**config.mk**
```make
export PLATFORM = sky130hd
export DESIGN_NAME = cblk_addr_calc
export DESIGN_NICKNAME = d
export VERILOG_FILES = /design/src/rtl/cblk_addr_calc.sv
export SDC_FILE = /design/constraint.sdc
export NUM_CORES = 1
export LEC_CHECK = 0
export ABC_CLOCK_PERIOD_IN_PS = 26800
export BUFFER_PORTS_ARGS = -buffer_cell sky130_fd_sc_hd__buf_2
export CAP_MARGIN = 20
export CORE_MARGIN = 3
export CORE_UTILIZATION = 30
export DETAILED_ROUTE_END_ITERATION = 6
export SKIP_LAST_GASP = 1
export SYNTH_ARGS = -nofsm -noshare
export SYNTH_HDL_FRONTEND = slang
export SYNTH_SLANG_ARGS = --single-unit
```
**constraint.sdc**
```tcl
create_clock -name clk -period 26.8 [get_ports clk]
set_input_delay 5.36 -clock clk [delete_from_list [all_inputs] [get_ports clk]]
set_output_delay 5.36 -clock clk [all_outputs]
set_load 0.05 [all_outputs]
```
**src/rtl/cblk_addr_calc.sv**
```systemverilog
module cblk_addr_calc #(
  parameter int SUBS = 8,
  parameter int BLKS = 16,
  localparam int NB  = SUBS * BLKS,
  localparam int IW  = $clog2(NB),
  localparam int BW  = $clog2(BLKS),
  localparam int OW  = $clog2(NB * 64 + 1),
  localparam int SUB_Q  = BLKS * 16,
  localparam int PAGE_Q = NB * 16
) (
  input  logic            clk,
  input  logic            rst_n,
  input  logic [2*NB-1:0] blk_codes,
  input  logic [2*SUBS-1:0] sub_codes,
  input  logic [1:0]      page_code,
  input  logic [IW-1:0]   blk_idx,
  input  logic [6:0]      new_size,
  input  logic            size_upd,
  output logic [OW-1:0]   blk_offset,
  output logic [6:0]      blk_alloc,
  output logic            zero_blk,
  output logic            blk_ovf,
  output logic            blk_unf,
  output logic            sub_ovf,
  output logic            sub_unf,
  output logic            page_ovf
);

  function automatic logic [6:0] blk_bytes(input logic [1:0] c);
    case (c)
      2'd0: blk_bytes = 7'd0;
      2'd1: blk_bytes = 7'd22;
      2'd2: blk_bytes = 7'd44;
      default: blk_bytes = 7'd64;
    endcase
  endfunction

  function automatic logic [1:0] need_cls(input logic [6:0] n);
    if (n == 7'd0)       need_cls = 2'd0;
    else if (n <= 7'd22) need_cls = 2'd1;
    else if (n <= 7'd44) need_cls = 2'd2;
    else                 need_cls = 2'd3;
  endfunction

  function automatic logic [OW-1:0] sub_bytes(input logic [1:0] c);
    sub_bytes = OW'(SUB_Q) * (OW'(c) + OW'(1));
  endfunction

  logic [IW-BW-1:0] s_sel;
  logic [BW-1:0]    b_sel;
  logic [1:0]       cur_code, req_code;
  logic [OW-1:0]    sub_pre, in_pre, sub_sum, sub_alloc, page_tot, page_cap;

  assign s_sel     = blk_idx[IW-1:BW];
  assign b_sel     = blk_idx[BW-1:0];
  assign cur_code  = blk_codes[2*blk_idx +: 2];
  assign req_code  = need_cls(new_size);
  assign sub_alloc = sub_bytes(sub_codes[2*s_sel +: 2]);
  assign page_cap  = OW'(PAGE_Q) * (OW'(page_code) + OW'(1));

  always_comb begin
    sub_pre  = '0;
    page_tot = '0;
    for (int j = 0; j < SUBS; j++) begin
      page_tot = page_tot + sub_bytes(sub_codes[2*j +: 2]);
      if (j < int'(s_sel)) sub_pre = sub_pre + sub_bytes(sub_codes[2*j +: 2]);
    end
  end

  always_comb begin
    logic [1:0] c, e;
    in_pre  = '0;
    sub_sum = '0;
    for (int k = 0; k < BLKS; k++) begin
      c = blk_codes[2*(int'(s_sel)*BLKS + k) +: 2];
      e = (k == int'(b_sel) && size_upd) ? req_code : c;
      if (k < int'(b_sel)) in_pre = in_pre + OW'(blk_bytes(c));
      sub_sum = sub_sum + OW'(blk_bytes(e));
    end
  end

  always_ff @(posedge clk) begin
    if (!rst_n) begin
      blk_offset <= '0;
      blk_alloc  <= '0;
      zero_blk   <= 1'b0;
      blk_ovf    <= 1'b0;
      blk_unf    <= 1'b0;
      sub_ovf    <= 1'b0;
      sub_unf    <= 1'b0;
      page_ovf   <= 1'b0;
    end else begin
      blk_offset <= sub_pre + in_pre;
      blk_alloc  <= blk_bytes(cur_code);
      zero_blk   <= (cur_code == 2'd0);
      blk_ovf    <= size_upd && (req_code > cur_code);
      blk_unf    <= size_upd && (req_code < cur_code);
      sub_ovf    <= sub_sum > sub_alloc;
      sub_unf    <= (sub_alloc > OW'(SUB_Q)) && (sub_sum <= sub_alloc - OW'(SUB_Q));
      page_ovf   <= page_tot > page_cap;
    end
  end

endmodule

```
==> metrics.md <==
| Metric | Value |
|---|---|
| HPWL reported at the end of detailed placement | `58,530 um` |
| Top cell by count, worst path | `ha_1` |
| Critical path data required time | `27.00 ns` |
| Setup TNS | `0 ns` |
| Seq cells post-synth | `23` |
| Total GRT Usage | `0.2276` |
| Slowest CP cell | `buf_4` |
| Number of antenna violations at the first check in global routing | `5` |
| Synth warn | `0` |
| EDFF count, synth | `0` |
| Synth Cell Area | `approximately 0.017 sq mm` |
| Worst Tran Pin Value | `1.083 ns` |
| Gpl congestion | `1.001` |
| DR vias/cell | `around 5.6` |
| DRT Pass-1 Iters | `7` |
| Wire length per cell | `23.42 um` |
| Initial DRC count | `1,290` |
| # nets final | `2,805` |
| Synth top area cells | `ha_1 19%, fa_1 13%, mux4_2 13%` |
| Layout cells sized above 1 | `0.2447` |
| CP arrival | `roughly 22 ns` |
| Hold Crit Class | `input port to register` |
| Slew Viols, Final | `0` |
| Clock buffer depth | `2` |
| Syn Inst Count | `roughly 1,900` |
| Clock transition at the registers of the reported paths | `0.09 ns` |
| IO Pins | `318` |
| Largest net degree at the start of global routing | `56` |
| Commonest cells in the netlist | `251 x ha_1, 248 x inv_1, 173 x nor2_1` |
| Main synth FF type | `dfxtp_1` |
| Post-route ant nets | `0` |
| Slew HR | `0.2777` |
| Maximum clock frequency | `around 0.045 GHz` |
| Status | `complete, no violations` |
| Final period utilization | `0.8303` |
| Worst Hold Path Cells | `3` |
| Post_cts resized | `0` |
| Synth top area share | `0.1902` |
| Remaining global-route overflow | `0` |
| Area grow syn2layout | `14.20%` |
| Htree depth | `1` |
| Fill count | `about 5,600` |
| Max cap viols | `0` |
| Post-layout minimum cycle time | `22.25 ns` |
| Area of the die | `between 0.05 and 0.06 sq mm` |
| Hold Vio Cnt, Final | `0` |
| Vias in the first global route | `16,350` |
| Routed WL | `66,820 um` |
| Setup Fix Bufs, Post-CTS | `0` |
| CTS tree | `done` |
| CORE AREA | `around 0.054 sq mm` |
| First-pass GRT wire length | `99,210 um` |
| Register area share after synthesis | `0.02789` |
| Final count of negative-setup-slack endpoints | `0` |
| Most instantiated library cell after synthesis | `ha_1` |
| FP Rows | `85` |
| Sink Count | `23` |
| IO buf count | `around 320` |
| Crit start category | `input port` |
| Clk root buf | `clkbuf_16` |
| Critical path fanouts, max | `47` |
| Die H | `240.6 um` |
| RSZ-0062 raised after global routing | `no` |
| Drt drc | `0` |
| Mean Syn Cell Area | `8.689 sq um` |
| Die extent in x | `240.6 um` |
| Fraction of registers with async set/reset | `0` |
| Count of cell types in the netlist | `roughly 80` |
| CP Capture Type | `register` |
| Detailed-route via count | `15,870` |
| Num CTS Buffers | `3` |
| Critical path type | `input port to register` |
| Initial Utilization | `0.3050` |
| Slowest stage delay, CP | `0.73 ns` |
| Largest area contributor in the netlist | `ha_1` |
| CTS Hold Buffers Added | `0` |
sequential cells by signal, indices dropped and copies added (netlist names):
signal,flops
zero_blk,1
page_ovf,1
blk_alloc,4
sub_ovf,1
blk_unf,1
sub_unf,1
blk_offset,13
blk_ovf,1
through the flow:
stage               utilization  setup slack [ns]  cells  area (sq um)  hold WS (ns)
detailed placement       0.3466             4.405   2846         18760         5.771
CTS                      0.3482             4.656   2850         18850         5.452
global route             0.3482             3.116   2851         18850         5.480
floorplan                     -             6.216   1901         16510         5.490
finish                   0.3483             4.548   2853         18850         5.460
global placement         0.3466             4.836   2846         18760         5.765
cell type report:
cell class                      count  area [sq um]  area share
Multi-Input combinational cell   1546         14780      0.7841
Sequential cell                    23         460.4     0.02442
Clock inverter                      1         7.507   0.0003982
Clock buffer                        3         75.07    0.003982
Tap cell                          696         870.8     0.04619
Inverter                          248         930.9     0.04937
Timing Repair Buffer              333          1719     0.09118
Antenna cell                        3         7.507   0.0003982
metal layers:
| layer | up-vias | global-route usage | routed length, um |
|---|---|---|---|
| li1 | 7255 | - | - |
| met1 | 7783 | 0.2685 | 25860 |
| met2 | 668 | 0.3991 | 32390 |
| met3 | 157 | 0.02537 | 3894 |
| met4 | 4 | 0.1359 | 4649 |
| met5 | - | 0 | 24 |
critical path, delay by kind of cell:
kind | cells | cell delay [ns]
multiplexers | 3 | 0.73
AND/OR/NAND/NOR | 14 | 1.83
buffers and inverters | 9 | 1.98
adder cells (fa/ha/maj) | 17 | 5.52
XOR/XNOR | 11 | 1.83
AO/OA/AOI/OAI | 26 | 5.14
layout by cell type, fill, tap and decap left out, types with 9 or more instances in the layout:
| cell type | netlist | layout |
|---|---|---|
| a211oi_1 | 12 | 11 |
| a21o_1 | 62 | 62 |
| a21oi_1 | 142 | 142 |
| a221o_1 | 9 | 9 |
| a221oi_1 | 31 | 31 |
| a22oi_1 | 17 | 17 |
| and2_1 | 20 | 20 |
| buf_2 | 4 | 312 |
| buf_4 | 5 | 21 |
| dfxtp_1 | 23 | 23 |
| fa_1 | 108 | 108 |
| ha_1 | 251 | 251 |
| inv_1 | 248 | 248 |
| mux2_2 | 63 | 63 |
| mux2i_1 | 62 | 62 |
| mux4_2 | 94 | 94 |
| nand2_1 | 77 | 77 |
| nand2b_1 | 9 | 9 |
| nand3_1 | 18 | 18 |
| nor2_1 | 173 | 172 |
| nor2b_1 | 32 | 32 |
| nor3_1 | 27 | 27 |
| o21a_1 | 15 | 15 |
| o21ai_0 | 57 | 57 |
| o21bai_1 | 16 | 16 |
| o22ai_1 | 14 | 14 |
| o31ai_1 | 11 | 11 |
| xnor2_1 | 75 | 75 |
| xor2_1 | 29 | 29 |
worst paths after layout:
check | start | to | slack, ns
hold / removal | size_upd | blk_ovf | 5.46
setup / recovery | blk_idx[4] | blk_offset[13] | 4.55
kinds of logic (layout without fill, tap and decap cells):
logic type / count (synthesis) / in the layout / synth area share
AOI/OAI and AO/OA: 443 / 443 / 0.1801
buffers and inverters: 332 / 585 / 0.07738
and+or+nand+nor: 406 / 406 / 0.1153
xor gates and xnor gates: 114 / 114 / 0.06745
muxes: 221 / 221 / 0.2103
other: 2 / 6 / 0.0004549
adders and majority gates: 359 / 359 / 0.3212
DFF: 23 / 23 / 0.02789
Power is not shown: default switching activity piles up to over one toggle a cycle in this logic, so the estimate is an artifact.
